==> src/rtl/rah_pkg.sv <==
package rah_pkg;
  typedef enum logic [1:0] {
    OP_ADD   = 2'd0,
    OP_ADDI  = 2'd1,
    OP_LOAD  = 2'd2,
    OP_STORE = 2'd3
  } rah_op_e;
endpackage

==> src/rtl/rah_exec.sv <==
module rah_exec
  import rah_pkg::*;
#(
  parameter int XLEN = 16
) (
  input  rah_op_e           op_i,
  input  logic [XLEN-1:0]   a_i,
  input  logic              a_inv_i,
  input  logic [XLEN-1:0]   b_i,
  input  logic              b_inv_i,
  input  logic [XLEN-1:0]   imm_i,
  input  logic [XLEN-1:0]   ld_data_i,
  input  logic              miss_i,
  input  logic              spec_i,
  output logic              wr_en_o,
  output logic [XLEN-1:0]   wr_data_o,
  output logic              wr_inv_o,
  output logic              pf_req_o,
  output logic [XLEN-1:0]   pf_addr_o
);
  always_comb begin
    wr_en_o   = 1'b0;
    wr_data_o = a_i + b_i;
    wr_inv_o  = a_inv_i | b_inv_i;
    pf_req_o  = 1'b0;
    pf_addr_o = a_i + imm_i;
    unique case (op_i)
      OP_ADD:  wr_en_o = 1'b1;
      OP_ADDI: begin
        wr_en_o   = 1'b1;
        wr_data_o = a_i + imm_i;
        wr_inv_o  = a_inv_i;
      end
      OP_LOAD: begin
        wr_en_o   = 1'b1;
        wr_data_o = ld_data_i;
        wr_inv_o  = a_inv_i | miss_i;
        pf_req_o  = spec_i & ~a_inv_i;
      end
      OP_STORE: pf_req_o = spec_i & ~a_inv_i; // never writes memory
      default: ;
    endcase
  end
endmodule

==> src/rtl/rah_regfile.sv <==
module rah_regfile #(
  parameter int NREGS = 8,
  parameter int XLEN  = 16,
  localparam int AW   = $clog2(NREGS)
) (
  input  logic            clk_i,
  input  logic            rst_ni,
  input  logic            save_i,
  input  logic            restore_i,
  input  logic            wr_en_i,
  input  logic [AW-1:0]   wr_addr_i,
  input  logic [XLEN-1:0] wr_data_i,
  input  logic            wr_inv_i,
  input  logic [AW-1:0]   ra_i,
  input  logic [AW-1:0]   rb_i,
  input  logic [AW-1:0]   rc_i,
  output logic [XLEN-1:0] a_o,
  output logic            a_inv_o,
  output logic [XLEN-1:0] b_o,
  output logic            b_inv_o,
  output logic [XLEN-1:0] c_o,
  output logic            c_inv_o,
  output logic            any_inv_o
);
  logic [XLEN-1:0]  val_arr [NREGS];
  logic [NREGS-1:0] inv_vec;

  for (genvar g = 0; g < NREGS; g++) begin : g_reg
    logic [XLEN-1:0] val_q, ckpt_q;
    logic            inv_q;
    always_ff @(posedge clk_i or negedge rst_ni) begin
      if (!rst_ni) begin
        val_q  <= '0;
        ckpt_q <= '0;
        inv_q  <= 1'b0;
      end else if (restore_i) begin
        val_q <= ckpt_q;
        inv_q <= 1'b0;
      end else begin
        if (save_i) ckpt_q <= val_q;
        if (wr_en_i && wr_addr_i == AW'(g)) begin
          val_q <= wr_data_i;
          inv_q <= wr_inv_i;
        end
      end
    end
    assign val_arr[g] = val_q;
    assign inv_vec[g] = inv_q;
  end

  assign a_o       = val_arr[ra_i];
  assign a_inv_o   = inv_vec[ra_i];
  assign b_o       = val_arr[rb_i];
  assign b_inv_o   = inv_vec[rb_i];
  assign c_o       = val_arr[rc_i];
  assign c_inv_o   = inv_vec[rc_i];
  assign any_inv_o = |inv_vec;

  AST_RESTORE_CLEARS_INV: assert property (@(posedge clk_i) disable iff (!rst_ni)
    restore_i |=> (inv_vec == '0));
  AST_INV_WRITE_LANDS: assert property (@(posedge clk_i) disable iff (!rst_ni)
    (wr_en_i && !restore_i) |=> (inv_vec[$past(wr_addr_i)] == $past(wr_inv_i)));
endmodule

==> src/rtl/rah_mode_fsm.sv <==
module rah_mode_fsm #(
  parameter int PCW = 16
) (
  input  logic           clk_i,
  input  logic           rst_ni,
  input  logic           go_i,
  input  logic           is_load_i,
  input  logic           miss_i,
  input  logic           ret_i,
  input  logic [PCW-1:0] pc_i,
  output logic           spec_o,
  output logic           save_o,
  output logic           restore_o,
  output logic           flush_o,
  output logic [PCW-1:0] restart_pc_o
);
  logic           spec_q, flush_q;
  logic [PCW-1:0] restart_pc_q;

  assign restore_o = spec_q & ret_i;
  assign save_o    = go_i & is_load_i & miss_i & ~spec_q;

  always_ff @(posedge clk_i or negedge rst_ni) begin
    if (!rst_ni) begin
      spec_q       <= 1'b0;
      flush_q      <= 1'b0;
      restart_pc_q <= '0;
    end else begin
      flush_q <= restore_o;
      if (restore_o) spec_q <= 1'b0;
      else if (save_o) begin
        spec_q       <= 1'b1;
        restart_pc_q <= pc_i;
      end
    end
  end

  assign spec_o       = spec_q;
  assign flush_o      = flush_q;
  assign restart_pc_o = restart_pc_q;

  AST_FLUSH_ONE_CYCLE: assert property (@(posedge clk_i) disable iff (!rst_ni)
    flush_q |=> !flush_q);
  AST_FLUSH_LEAVES: assert property (@(posedge clk_i) disable iff (!rst_ni)
    flush_q |-> (!spec_q && $past(spec_q)));
  AST_ENTRY_PC: assert property (@(posedge clk_i) disable iff (!rst_ni)
    $rose(spec_q) |-> (restart_pc_q == $past(pc_i)));
  AST_NO_RECHECKPOINT: assert property (@(posedge clk_i) disable iff (!rst_ni)
    (spec_q && !ret_i) |=> $stable(restart_pc_q));
  AST_RET_IDLE_NORMAL: assert property (@(posedge clk_i) disable iff (!rst_ni)
    (!spec_q && ret_i) |=> !flush_q);
endmodule

==> src/rtl/rah_ctrl.sv <==
module rah_ctrl
  import rah_pkg::*;
#(
  parameter int NREGS = 8,
  parameter int XLEN  = 16,
  parameter int PCW   = 16,
  localparam int AW   = $clog2(NREGS)
) (
  input  logic            clk_i,
  input  logic            rst_ni,
  input  logic            uop_valid_i,
  input  logic [1:0]      uop_op_i,
  input  logic [AW-1:0]   uop_rd_i,
  input  logic [AW-1:0]   uop_rs1_i,
  input  logic [AW-1:0]   uop_rs2_i,
  input  logic [XLEN-1:0] uop_imm_i,
  input  logic [PCW-1:0]  uop_pc_i,
  input  logic [XLEN-1:0] ld_data_i,
  input  logic            llc_miss_i,
  input  logic            miss_ret_i,
  output logic            pf_valid_o,
  output logic [XLEN-1:0] pf_addr_o,
  output logic            flush_o,
  output logic [PCW-1:0]  restart_pc_o,
  output logic            runahead_o,
  input  logic [AW-1:0]   dbg_addr_i,
  output logic [XLEN-1:0] dbg_data_o,
  output logic            dbg_inv_o
);
  rah_op_e         op;
  logic            spec, save, restore, go;
  logic            wr_en, wr_inv, pf_req, any_inv;
  logic [XLEN-1:0] a, b, wr_data, pf_addr;
  logic            a_inv, b_inv;
  logic            pf_valid_q;
  logic [XLEN-1:0] pf_addr_q;

  assign op = rah_op_e'(uop_op_i);
  assign go = uop_valid_i & ~restore; // exit cycle drops the micro-op

  rah_mode_fsm #(.PCW(PCW)) u_fsm (
    .clk_i       (clk_i),
    .rst_ni      (rst_ni),
    .go_i        (go),
    .is_load_i   (op == OP_LOAD),
    .miss_i      (llc_miss_i),
    .ret_i       (miss_ret_i),
    .pc_i        (uop_pc_i),
    .spec_o      (spec),
    .save_o      (save),
    .restore_o   (restore),
    .flush_o     (flush_o),
    .restart_pc_o(restart_pc_o)
  );

  rah_regfile #(.NREGS(NREGS), .XLEN(XLEN)) u_rf (
    .clk_i    (clk_i),
    .rst_ni   (rst_ni),
    .save_i   (save),
    .restore_i(restore),
    .wr_en_i  (wr_en & go),
    .wr_addr_i(uop_rd_i),
    .wr_data_i(wr_data),
    .wr_inv_i (wr_inv),
    .ra_i     (uop_rs1_i),
    .rb_i     (uop_rs2_i),
    .rc_i     (dbg_addr_i),
    .a_o      (a),
    .a_inv_o  (a_inv),
    .b_o      (b),
    .b_inv_o  (b_inv),
    .c_o      (dbg_data_o),
    .c_inv_o  (dbg_inv_o),
    .any_inv_o(any_inv)
  );

  rah_exec #(.XLEN(XLEN)) u_exec (
    .op_i     (op),
    .a_i      (a),
    .a_inv_i  (a_inv),
    .b_i      (b),
    .b_inv_i  (b_inv),
    .imm_i    (uop_imm_i),
    .ld_data_i(ld_data_i),
    .miss_i   (llc_miss_i),
    .spec_i   (spec),
    .wr_en_o  (wr_en),
    .wr_data_o(wr_data),
    .wr_inv_o (wr_inv),
    .pf_req_o (pf_req),
    .pf_addr_o(pf_addr)
  );

  always_ff @(posedge clk_i or negedge rst_ni) begin
    if (!rst_ni) begin
      pf_valid_q <= 1'b0;
      pf_addr_q  <= '0;
    end else begin
      pf_valid_q <= go & pf_req;
      if (go & pf_req) pf_addr_q <= pf_addr;
    end
  end

  assign pf_valid_o = pf_valid_q;
  assign pf_addr_o  = pf_addr_q;
  assign runahead_o = spec;

  AST_PF_ONLY_SPEC: assert property (@(posedge clk_i) disable iff (!rst_ni)
    pf_valid_q |-> $past(spec));
  AST_NORMAL_ALL_VALID: assert property (@(posedge clk_i) disable iff (!rst_ni)
    !spec |-> !any_inv);
  AST_ENTRY_MARKS_INV: assert property (@(posedge clk_i) disable iff (!rst_ni)
    $rose(spec) |-> any_inv);
endmodule

==> config.mk <==
export PLATFORM = sky130hd
export DESIGN_NAME = rah_ctrl
export DESIGN_NICKNAME = d
export VERILOG_FILES = /design/src/rtl/rah_pkg.sv /design/src/rtl/rah_exec.sv /design/src/rtl/rah_regfile.sv /design/src/rtl/rah_mode_fsm.sv /design/src/rtl/rah_ctrl.sv
export SDC_FILE = /design/constraint.sdc
export NUM_CORES = 1
export LEC_CHECK = 0
export ABC_CLOCK_PERIOD_IN_PS = 11880
export BUFFER_PORTS_ARGS = -buffer_cell sky130_fd_sc_hd__buf_2
export CORE_ASPECT_RATIO = 0.9
export CORE_UTILIZATION = 35
export DETAILED_ROUTE_END_ITERATION = 16
export SLEW_MARGIN = 15
export SYNTH_ARGS = -nofsm -noshare
export SYNTH_HDL_FRONTEND = slang
export SYNTH_SLANG_ARGS = --single-unit
==> constraint.sdc <==
create_clock -name clk_i -period 11.88 [get_ports clk_i]
set_input_delay 3.564 -clock clk_i [delete_from_list [all_inputs] [get_ports clk_i]]
set_output_delay 3.564 -clock clk_i [all_outputs]
set_load 0.005 [all_outputs]
# After elaboration in Yosys (flattened, before gate mapping)
# Index checks and enable logic that the tools add are counted.
[op_classes]
add_sub_neg = 2
order_cmp = 6
n_eq_ne = 10
mux = 53
bitwise_logic = 16
n_reduce_logical = 22
[op_table]
columns = ["op", "n"]
rows = [
  ["2-to-1 mux 16 bit", 22],
  ["binary-select mux 16 bit (select 3 bit)", 3],
  ["adder 16 bit", 2],
  ["one-hot mux 16 bit (2 select lines)", 1],
  ["2-to-1 mux 1 bit", 23],
  ["nonzero test 2 bit", 9],
  ["== test 3 bit, second input constant", 4],
  ["greater-or-equal comparator 4 bit, second input constant", 3],
  ["< comparator 3 x 4 -> 1 bit, second input constant", 3],
  ["NOT 3 -> 4 bit", 3],
  ["binary-select mux 1 bit (select 3 bit)", 3],
  ["AND 1 bit", 8],
  ["logical AND 1 bit", 8],
  ["== test 3 x 2 -> 1 bit, second input constant", 2],
  ["== test 2 bit, second input constant", 2],
  ["== test 3 x 1 -> 1 bit, second input constant", 1],
  ["zero test 3 bit", 1],
  ["NOT 1 bit", 3],
  ["OR reduction 3 bit", 1],
  ["== test 2 x 1 -> 1 bit, second input constant", 1],
  ["zero test 2 bit", 1],
  ["OR 1 bit", 2],
  ["one-hot mux 1 bit (2 select lines)", 1],
  ["AND reduction 2 bit", 1],
  ["OR reduction 2 bit", 1],
]
[totals]
reg_bits = 299
inputBits = 67
output_inout_bits = 52
wordCells = 138

# Logic depth before layout (Yosys ltp)
# Gate-level depths: netlist of run 1.
[logic_depth]
ltp_word = 8
ltp_mapped = 14
ltp_nobuf = 12

# Modules after synthesis
# A second synthesis of run 1 with hierarchy kept.
[unflattened]
cells_unflattened = 1430
hier_area_um2 = 17804.6
[modules_own_cells]
columns = ["mod", "n_inst", "cells_per_inst", "area_per_inst_um2", "seq_area_each_um2"]
rows = [
  ["rah_regfile", 1, 1063, 14393.8, 6606.3],
  ["rah_exec", 1, 288, 2003.2, 0.0],
  ["rah_mode_fsm", 1, 40, 714.4, 450.4],
  ["rah_ctrl", 1, 39, 693.2, 425.4],
]

# Least setup slack after synthesis of run 1
# No wires, ideal clock.
[synth_path]
path_kind = "input-to-output"
start = "input dbg_addr_i[0]"
end = "output dbg_data_o[0]"
t_arrival_ns = 5.253
required_ns = 8.316
slack_ns = 3.063
stages = 4
path_buffers = 2
path_cell_list = "clkbuf_1 -> buf_1 -> mux4_2 -> mux2_2"
[synth_via]
elab_chain_cells = 4
[synth_lines]
columns = ["item", "line_no", "rtl"]
rows = [
  ["start: declaration", "rah_ctrl.sv:26", "input logic [AW-1:0] dbg_addr_i,"],
  ["NOT 3 -> 4 bit (not written as such)", "rah_regfile.sv:55", "assign c_o = val_arr[rc_i];"],
  ["binary-select mux 16 bit (select 3 bit)", "rah_regfile.sv:55", ""],
  ["2-to-1 mux 16 bit (not written as such) (2 in a row)", "rah_regfile.sv:55", ""],
  ["end: declaration", "rah_ctrl.sv:27", "output logic [XLEN-1:0] dbg_data_o,"],
]
# Every way passes these cells. The select of a mux whose other input is x is not followed.

# Final worst setup path of run 1
[layout_path]
start = "input dbg_addr_i[0]"
end = "output dbg_data_o[2]"
# Same word-level chain as after synthesis.

==> flow_summary.ini, run 1 <==
[synthesis]
synth-edff-count = 0
synth_top_cell_area_share_pct = 44.7
avgSynthCellArea_sq_um = 11.9
synthCells = 1409
ys.flop_type = dfrtp_1
async_flop_share_pct = 100
synth_area_leaders = dfrtp_1 45%, mux4_2 14%, mux2_2 13%, nand2_1 2.7%, a21oi_1 2.7%
yosysTopAreaCell = dfrtp_1
synth.distinct_cells = 62
yosysWarnings = 0
syn-num-nets = 1512
seq_area_frac_synth_pct = 44.7
syn_area_sq_um = 16700
synth-seq-cells = 299

[sta]
tightest_slew_ns = 1.34
max_freq_mhz = 112
finalCritPeriodShare_pct = 74.9
final.setup_skew_ns = 0.0255
final-setup-viol-count = 0
rsz0062_at_grt = false
slew-limit-headroom_pct = 10.2
tns_ns = 0
min_period_ns = 8.90
slew_viol_final = 0
hold_viol_final = 0

[clocking]
root_buffer = clkbuf_16
clkLatencyLatePin_ns = 0.57
cts_tree = done
cts_made_buffers = 36
cts.repair.resized = 0
clockBufferDepth = 3
cts_sinks = 299
postCtsSetupBuffers = 0
h-tree-depth = 2
cts.hold.buffers_added = 0
cts.clk_slew.worst_paths_ns = 0.07

[drt]
post-route-drc-count = 0
drt_iter0_markers = 1137
drt-pass1-iter-count = 7
dr_total_vias = 12610
antenna_left = 0
viasPerCell = 5.88
wire_per_inst_um = 23.7
wl_um = 50900

[die]
die_h_um = 209
ios = 119
dieArea_sq_um = 48700
rows = 75
initial_core_util_pct = 35.7
core_sq_um = 46900
die_x_um = 233

[placement]
place_congestion = 0.890
dp.final_hpwl_um = 32000
placed_cells = 2080
port_buffers = 118
dpl_cell_area_sq_um = 18000

[layout]
fillers = 4432
drive_above_1_share_pct = 34.1
design_area_sq_um = 19200
final_net_count = 1605
fin_cells = 2144
final_util_pct = 40.9
synthToLayoutAreaGrowth_pct = 14.7

[min_path]
hold_class = flop to flop

[critical_path]
worst_ep_arrival_time_ns = 5.34
startpoint_type = input pin
crit_path_max_fanout = 34
critPathCaptureType = output port
crit_required_ns = 8.32
crit_type = input pin to output port

[pwr]
p_total_uw = 4720
power_density_nw_per_um2 = 246
total_leakage_power_uw = 0.00873
peakVddDrop_v = 0.0000882

[global_route]
antenna_found_initial = 0
grt_usage_pct = 20.9
grt_overflow = 0
grt_pass1_wl_um = 77100
first_global_vias = 12616
grt_max_degree = 146

[run_status]
status = finished, final reports clean

[run]
max-cap-violations = 0
-- metal layers --
layer / global-route usage (%) / part of all wire (%)
met5: 0 / 0
met4: 7.57 / 3.1
met3: 3.80 / 7.9
met2: 31.9 / 45
met1: 29.8 / 44
-- synthesized netlist by cell type (all sizes together), types with 3 or more instances --
library cell	number
a2111oi	3
a211oi	5
a21o	26
a21oi	90
a221oi	11
a22o	16
a22oi	50
a31oi	17
and2	4
and3	27
buf	17
clkbuf	74
dfrtp	299
ha	34
inv	13
mux2	198
mux2i	6
mux4	102
nand2	121
nand2b	7
nand3	12
nand4	5
nor2	87
nor2b	7
nor3	3
o211ai	5
o21ai	111
o31ai	9
or3	5
xnor2	13
xor2	11
-- report_power, final --
part           switching, uW  leakage, uW  internal, uW
Clock                    460     0.000606           693
Sequential               369      0.00388          1440
Combinational            874      0.00425           886
Total                   1700      0.00873          3010
-- per-stage QoR --
| step | setup slack [ns] | hold slack (ns) |
|---|---|---|
| floorplan | 3.06 | 0.444 |
| global placement | 3.00 | 0.450 |
| detailed placement | 2.96 | 0.460 |
| CTS | 2.95 | 0.477 |
| global route | 2.88 | 0.499 |
| finish | 2.98 | 0.472 |
-- cells in the final DEF, fill, tap and decap left out, types with 4 or more instances in the layout --
cell type and count:
a211oi_1 5, a21o_1 26, a21oi_1 89, a221oi_1 6, a221oi_2 4, a22o_1 16, a22oi_1 50, a31oi_1 17
and2_1 4, and3_1 27, buf_2 117, buf_4 27, clkbuf_1 5, clkbuf_16 38, clkbuf_8 7, clkinv_2 6
dfrtp_1 299, ha_1 34, inv_1 11, mux2_1 5, mux2_2 193, mux2i_1 5, mux4_2 101, nand2_1 120
nand2b_1 7, nand3_1 12, nand4_1 5, nor2_1 87, nor2b_1 7, o211ai_1 5, o21ai_0 38, o21ai_1 72
o31ai_2 8, or3_1 5, xnor2_1 13, xor2_1 11
-- final timing paths --
check,start,endpoint,slack [ns],cells after the start
worst min-delay path,pf_addr_o[8],pf_addr_o[8],0.47,2
worst min register to register,pf_addr_o[8],pf_addr_o[8],0.47,2
worst max-delay path,dbg_addr_i[0],dbg_data_o[2],2.98,5
max in group asynchronous,rst_ni,u_rf.g_reg[0].val_q[1],6.73,3
min in group asynchronous,rst_ni,pf_addr_o[9],3.08,1
worst max register to register,u_rf.g_reg[5].val_q[1],u_rf.g_reg[5].val_q[9],7.46,11
-- layout make-up --
| type | count | area, sq um | share of cell area, % |
|---|---|---|---|
| clock inverters | 13 | 161 | 0.841 |
| multi-input cells | 1006 | 8840 | 46.0 |
| diodes | 1 | 2.50 | 0.0130 |
| inverters | 13 | 51.3 | 0.267 |
| well taps | 616 | 771 | 4.02 |
| clock buffers | 50 | 1070 | 5.55 |
| flip-flops and latches | 299 | 7480 | 39.0 |
| repair buffers | 146 | 823 | 4.29 |
-- registers in the layout, indices dropped and copies added (netlist names) --
signal / count
u_fsm.restart_pc_o: 16
u_rf.g.inv_q: 8
pf_valid_o: 1
pf_addr_o: 16
u_fsm.spec_o: 1
u_rf.g.val_q: 128
u_fsm.flush_o: 1
u_rf.g.ckpt_q: 128
-- worst max-delay path, stage by stage --
cell and delay (ns):
buf_2 0.08, buf_4 0.61, mux4_2 0.60, mux2_2 0.31
buf_2 0.14
-- cell families (layout without fill, tap and decap cells) --
group	Yosys count	count (layout)	share of synthesized area [%]
simple gates	283	283	7.48
fa+ha+maj	36	36	2.78
flops	299	299	44.7
other cells	0	1	0
mux	306	306	27.5
xor+xnor	24	24	1.26
compound gates	357	357	13.8
buf+inv	104	222	2.52
Note: power is estimated with default switching activity, not from simulation.
==> inputs of run 2 (changes only) <==
--- a/config.mk
+++ b/config.mk
@@ -5,7 +5,7 @@
 export SDC_FILE = /design/constraint.sdc
 export NUM_CORES = 1
 export LEC_CHECK = 0
-export ABC_CLOCK_PERIOD_IN_PS = 11880
+export ABC_CLOCK_PERIOD_IN_PS = 7900
 export BUFFER_PORTS_ARGS = -buffer_cell sky130_fd_sc_hd__buf_2
 export CORE_ASPECT_RATIO = 0.9
 export CORE_UTILIZATION = 35
==> constraint.sdc (replaced) <==
create_clock -name clk_i -period 7.9 [get_ports clk_i]
set_input_delay 2.37 -clock clk_i [delete_from_list [all_inputs] [get_ports clk_i]]
set_output_delay 2.37 -clock clk_i [all_outputs]
set_load 0.005 [all_outputs]
==> run 2 against run 1 <==
Effect of this change: sequential power is 52% higher; routed wire length is 2.7% higher; register-to-register slack worse by 3.7 ns; die area stayed put; sequential share of layout area is 0.11 points lower; non-clock buffer count is 9 higher; clock power is 47% higher; utilization is 0.11 points higher; total power is 50% higher; final area is 0.27% higher; critical endpoint is now dbg_data_o[15]; highest routed layer is now met5.
==> flow_summary.ini, run 2 (synthesis gave the netlist of run 1 again) <==
[die]
rows = 75
ios = 119
die_x_um = 233
core_sq_um = 46900
dieArea_sq_um = 48700
die_h_um = 209
initial_core_util_pct = 35.7

[layout]
synthToLayoutAreaGrowth_pct = 15.0
final_cell_mix = 299 x dfrtp_1, 193 x mux2_2, 120 x nand2_1
final_common_cell = dfrtp_1
final_util_pct = 41.0
fillers = 4411
final_net_count = 1614
drive_above_1_share_pct = 34.7
reg.largest.list = u_rf.g.ckpt_q: 128 flops, u_rf.g.val_q: 128 flops
num_antenna_cells = 0
fin_cells = 2153

[placement]
place_congestion = 0.889
placed_cells = 2089
port_buffers = 118
dp.final_hpwl_um = 33900

[critical_path]
crit_path_max_fanout = 21
r2r-end = u_rf.g_reg[5].val_q[11]
critPathCaptureType = output port
worst_ep_arrival_time_ns = 4.12
crit_type = input pin to output port
r2r_cells = 11
crit_start = dbg_addr_i[0]
startpoint_type = input pin
regToRegSetupSlack_ns = 3.75
crit_required_ns = 5.53
r2r_start = u_rf.g_reg[5].val_q[1]

[sta]
max_freq_mhz = 154
slew_viol_final = 0
final.setup_skew_ns = 0.0241
tightest_slew_ns = 1.26
hold_viol_final = 0
whs_ns = 0.473
final-setup-viol-count = 0
rsz0062_at_grt = false
min_period_ns = 6.49
finalCritPeriodShare_pct = 82.1
tns_ns = 0
slew-limit-headroom_pct = 15.6

[drt]
antenna_left = 0
post-route-drc-count = 0
drt_iter0_markers = 1427
wl_um = 52200
dr_total_vias = 12766
viasPerCell = 5.93
wire_per_inst_um = 24.3
drt-pass1-iter-count = 5

[clocking]
cts.hold.buffers_added = 0
clockBufferDepth = 3
cts_made_buffers = 36
cts.repair.resized = 0
postCtsSetupBuffers = 0
cts_tree = done
clkLatencyLatePin_ns = 0.56
root_buffer = clkbuf_16
h-tree-depth = 2
cts_sinks = 299
cts.clk_slew.worst_paths_ns = 0.06

[global_route]
grt_overflow = 0
antenna_found_initial = 1
grt_pass1_wl_um = 79200
grt_usage_pct = 21.5
grt_max_degree = 168
first_global_vias = 12565

[pwr]
peakVddDrop_v = 0.000145
power_density_nw_per_um2 = 368
total_leakage_power_uw = 0.00875

[run_status]
status = finished, final reports clean

[min_path]
hold_start = pf_addr_o[7]
holdPathEnd = pf_addr_o[7]
hold_depth = 2
hold_class = flop to flop

[run]
max-cap-violations = 0
run 2: cell types whose count changed in the layout (fill, tap and decap cells not counted), sizes merged:
cell / previous run / this run
diode: 1 / 0
clkbuf: 50 / 43
buf: 146 / 155
bufinv: 3 / 2
inv: 13 / 17
clkinvlp: 1 / 6
run 2: through the flow:
step	worst slack, ns	instance area, sq um	power (uW)
2_1_floorplan	1.47	16700	4480
3_3_place_gp	1.40	18100	5280
3_5_place_dp	1.38	18100	5370
4_1_cts	1.38	19200	7090
5_1_grt	1.32	19200	7510
6_report	1.41	19200	7090
run 2: how the worst max path moves through the flow:
stage	slack [ns]	cells past startpoint	end
after floorplan	1.47	4	dbg_data_o[0]
after detailed placement	1.38	5	dbg_data_o[15]
final	1.41	5	dbg_data_o[15]
after global placement	1.40	5	dbg_data_o[6]
after CTS	1.38	5	dbg_data_o[15]
after global routing	1.32	5	dbg_data_o[6]
run 2: power breakdown:
group	total [uW]	leakage, uW	switching (uW)	internal [uW]
clock	1690	0.000574	724	963
sequential	2740	0.00388	579	2160
combinational	2660	0.00430	1310	1350
total	7090	0.00875	2610	4470
run 2: critical path: stages:
cell,delay [ns]
buf_2,0.45
buf_12,0.30
mux4_2,0.53
mux2_2,0.32
buf_2,0.14
run 2: cell type report:
| cell class | instances | area (sq um) | share of cell area (%) |
|---|---|---|---|
| clock buffers | 43 | 977 | 5.08 |
| clock inverters | 21 | 210 | 1.09 |
| inverters | 13 | 51.3 | 0.267 |
| multi-input cells | 1006 | 8840 | 45.9 |
| flip-flops and latches | 299 | 7480 | 38.9 |
| well taps | 616 | 771 | 4.00 |
| repair buffers | 155 | 916 | 4.76 |
run 2: layer usage:
metal	global-route usage [%]	share of wire, %	vias to the layer above
met5	0	0.025	-
met4	6.51	2.5	2
met3	3.29	7.3	97
met2	33.1	46	510
met1	31.3	44	6629
li1	-	-	5528
==> inputs of run 3 (changes only) <==
--- a/config.mk
+++ b/config.mk
@@ -5,7 +5,7 @@
 export SDC_FILE = /design/constraint.sdc
 export NUM_CORES = 1
 export LEC_CHECK = 0
-export ABC_CLOCK_PERIOD_IN_PS = 7900
+export ABC_CLOCK_PERIOD_IN_PS = 5300
 export BUFFER_PORTS_ARGS = -buffer_cell sky130_fd_sc_hd__buf_2
 export CORE_ASPECT_RATIO = 0.9
 export CORE_UTILIZATION = 35
==> constraint.sdc (replaced) <==
create_clock -name clk_i -period 5.3 [get_ports clk_i]
set_input_delay 1.59 -clock clk_i [delete_from_list [all_inputs] [get_ports clk_i]]
set_output_delay 1.59 -clock clk_i [all_outputs]
set_load 0.005 [all_outputs]
==> run 3 against run 2 <==
Effect of this change: final area is 2.3% higher; worst setup slack worse by 0.96 ns; total power is 52% higher; first-iteration DRC count is 12% lower; clock skew is 0.0072 ns higher; sequential share of layout area is 0.89 points lower; clock power is 52% higher; utilization is 0.96 points higher; non-clock buffer count is 44 higher; die area stayed put; global-route usage is 0.19 points higher; critical path type is now input pin to flop; critical endpoint is now u_rf.g_reg[7].val_q[13]; largest cell class unchanged.
==> flow_summary.ini, run 3 (synthesis gave the netlist of run 1 again) <==
[run_status]
status = finished, final reports clean

[sta]
rsz0062_at_grt = false
hold_viol_final = 0
max_freq_mhz = 206
final.setup_skew_ns = 0.0312
slew-limit-headroom_pct = 17.3
slew_viol_final = 0
fin_ws_ns = 0.451
tightest_slew_ns = 1.24
finalCritPeriodShare_pct = 91.5
final-setup-viol-count = 0
min_period_ns = 4.85

[global_route]
grt_max_degree = 98
grt_pass1_wl_um = 79800
grt_overflow = 0
grt_usage_pct = 21.7
antenna_found_initial = 4
first_global_vias = 12902

[critical_path]
crit_type = input pin to flop
path_cells = buf_2 > buf_4 > mux4_2 > mux2_2 > ha_1 > a21o_1 > a21oi_1 > buf_4 > a211o_1 > a2111oi_0 > a211oi_1 > a21oi_2 > a21o_1
cp_slowest_cell = a2111oi_0
r2r_start = u_rf.g_reg[2].val_q[1]
critPathCapture = u_rf.g_reg[7].val_q[13]
regToRegSetupSlack_ns = 1.63
critPathCaptureType = flop
worst_ep_arrival_time_ns = 5.35
cp_slowest_stage_delay_ns = 0.55
r2r_cells = 12
r2r-end = u_rf.g_reg[7].val_q[13]
crit_start = uop_rs1_i[0]
startpoint_type = input pin
crit_path_max_fanout = 9
crit_required_ns = 5.80

[layout]
final_cell_mix = 299 x dfrtp_1, 193 x mux2_2, 120 x nand2_1
fillers = 4409
final_net_count = 1659
drive_above_1_share_pct = 36.2
final_common_cell = dfrtp_1
reg.largest.list = u_rf.g.ckpt_q: 128 flops, u_rf.g.val_q: 128 flops
synthToLayoutAreaGrowth_pct = 17.7
final_util_pct = 42.0

[clocking]
h-tree-depth = 2
clkLatencyLatePin_ns = 0.56
clockBufferDepth = 3
cts_tree = done
cts.clk_slew.worst_paths_ns = 0.06
postCtsSetupBuffers = 0
cts.hold.buffers_added = 0
cts_sinks = 299
cts.repair.resized = 0
cts_made_buffers = 37
root_buffer = clkbuf_16

[drt]
wire_per_inst_um = 23.8
post-route-drc-count = 0
drt_iter0_markers = 1258
drt-pass1-iter-count = 6
dr_total_vias = 13021
wl_um = 52500
antenna_left = 0
viasPerCell = 5.91

[die]
initial_core_util_pct = 35.7
die_x_um = 233
dieArea_sq_um = 48700
die_h_um = 209
core_sq_um = 46900
rows = 75
ios = 119

[pwr]
total_leakage_power_uw = 0.00902
combPwrFrac_pct = 38.3
p_seq_share_pct = 37.9
power_density_nw_per_um2 = 547
p_sw_share_pct = 35.9
peakVddDrop_v = 0.000216
p_switching_uw = 3870
clockPowerShare_pct = 23.9
internal_power_uw = 6910

[placement]
port_buffers = 118
dp.final_hpwl_um = 35300
place_congestion = 0.920
preCtsSetupSlack_ns = -0.0707

[min_path]
hold_class = flop to flop

[run]
max-cap-violations = 0
## run 3: cell count changes in the layout (fill, tap and decap cells not counted), sizes merged
| cell | previous run | this run |
|---|---|---|
| clkinv | 9 | 7 |
| buf | 155 | 199 |
| diode | 0 | 2 |
| clkbuf | 43 | 54 |
| clkinvlp | 6 | 1 |
## run 3: worst max-delay path, delay by kind of cell
family                     cells  cell delay [ns]
AOI/OAI and AO/OA              7             1.82
adders and majority gates      1             0.36
buffers and inverters          3             0.76
muxes                          2             0.81
## run 3: layout make-up
cell class	count	area, sq um	area share (%)
Antenna cell	2	5.00	0.0254
Clock buffer	54	1090	5.55
Clock inverter	14	138	0.699
Inverter	13	51.3	0.260
Multi-Input combinational cell	1006	8840	44.9
Sequential cell	299	7480	38.0
Tap cell	616	771	3.91
Timing Repair Buffer	199	1320	6.71
## run 3: worst min path at each step
| stage | endpoint | slack (ns) | depth (start not counted) | from |
|---|---|---|---|---|
| after detailed placement | pf_addr_o[8] | 0.46 | 2 | pf_addr_o[8] |
| after floorplan | u_rf.g_reg[0].val_q[0] | 0.44 | 2 | u_rf.g_reg[0].ckpt_q[0] |
| after global placement | u_rf.g_reg[3].val_q[1] | 0.45 | 2 | u_rf.g_reg[3].ckpt_q[1] |
| after CTS | u_rf.g_reg[3].val_q[1] | 0.47 | 2 | u_rf.g_reg[3].ckpt_q[1] |
| after global routing | u_rf.g_reg[2].val_q[1] | 0.49 | 2 | u_rf.g_reg[2].ckpt_q[1] |
| final | pf_addr_o[8] | 0.47 | 2 | pf_addr_o[8] |
## run 3: power by group through the flow
stage / registers (uW) / logic (uW) / clock network [uW]
after floorplan: 3780 / 2910 / 0
after global placement: 4010 / 4010 / 0
after global routing: 4200 / 4510 / 2720
after CTS: 4040 / 4110 / 2630
after detailed placement: 4080 / 4090 / 0
final: 4080 / 4130 / 2570
## run 3: routing by layer
metal / vias to the layer above / wire, um / track usage [%] / part of all wire, %
li1: 5630 / - / - / -
met1: 6670 / 22400 / 30.5 / 43
met2: 608 / 23200 / 32.5 / 44
met3: 113 / 4930 / 4.50 / 9.4
met4: 0 / 1990 / 9.20 / 3.8
met5: - / 0 / 0 / 0
## run 3: through the flow
stage | instance area, sq um | TNS, ns | power (uW) | hold WS (ns) | std cells
after detailed placement | 18500 | -0.468 | 8160 | 0.460 | 2133
after floorplan | 16700 | 0 | 6680 | 0.444 | 1409
after global routing | 19700 | 0 | 11400 | 0.489 | 2203
after global placement | 18500 | 0 | 8020 | 0.451 | 2133
final | 19700 | 0 | 10800 | 0.471 | 2203
after CTS | 19700 | 0 | 10800 | 0.475 | 2201
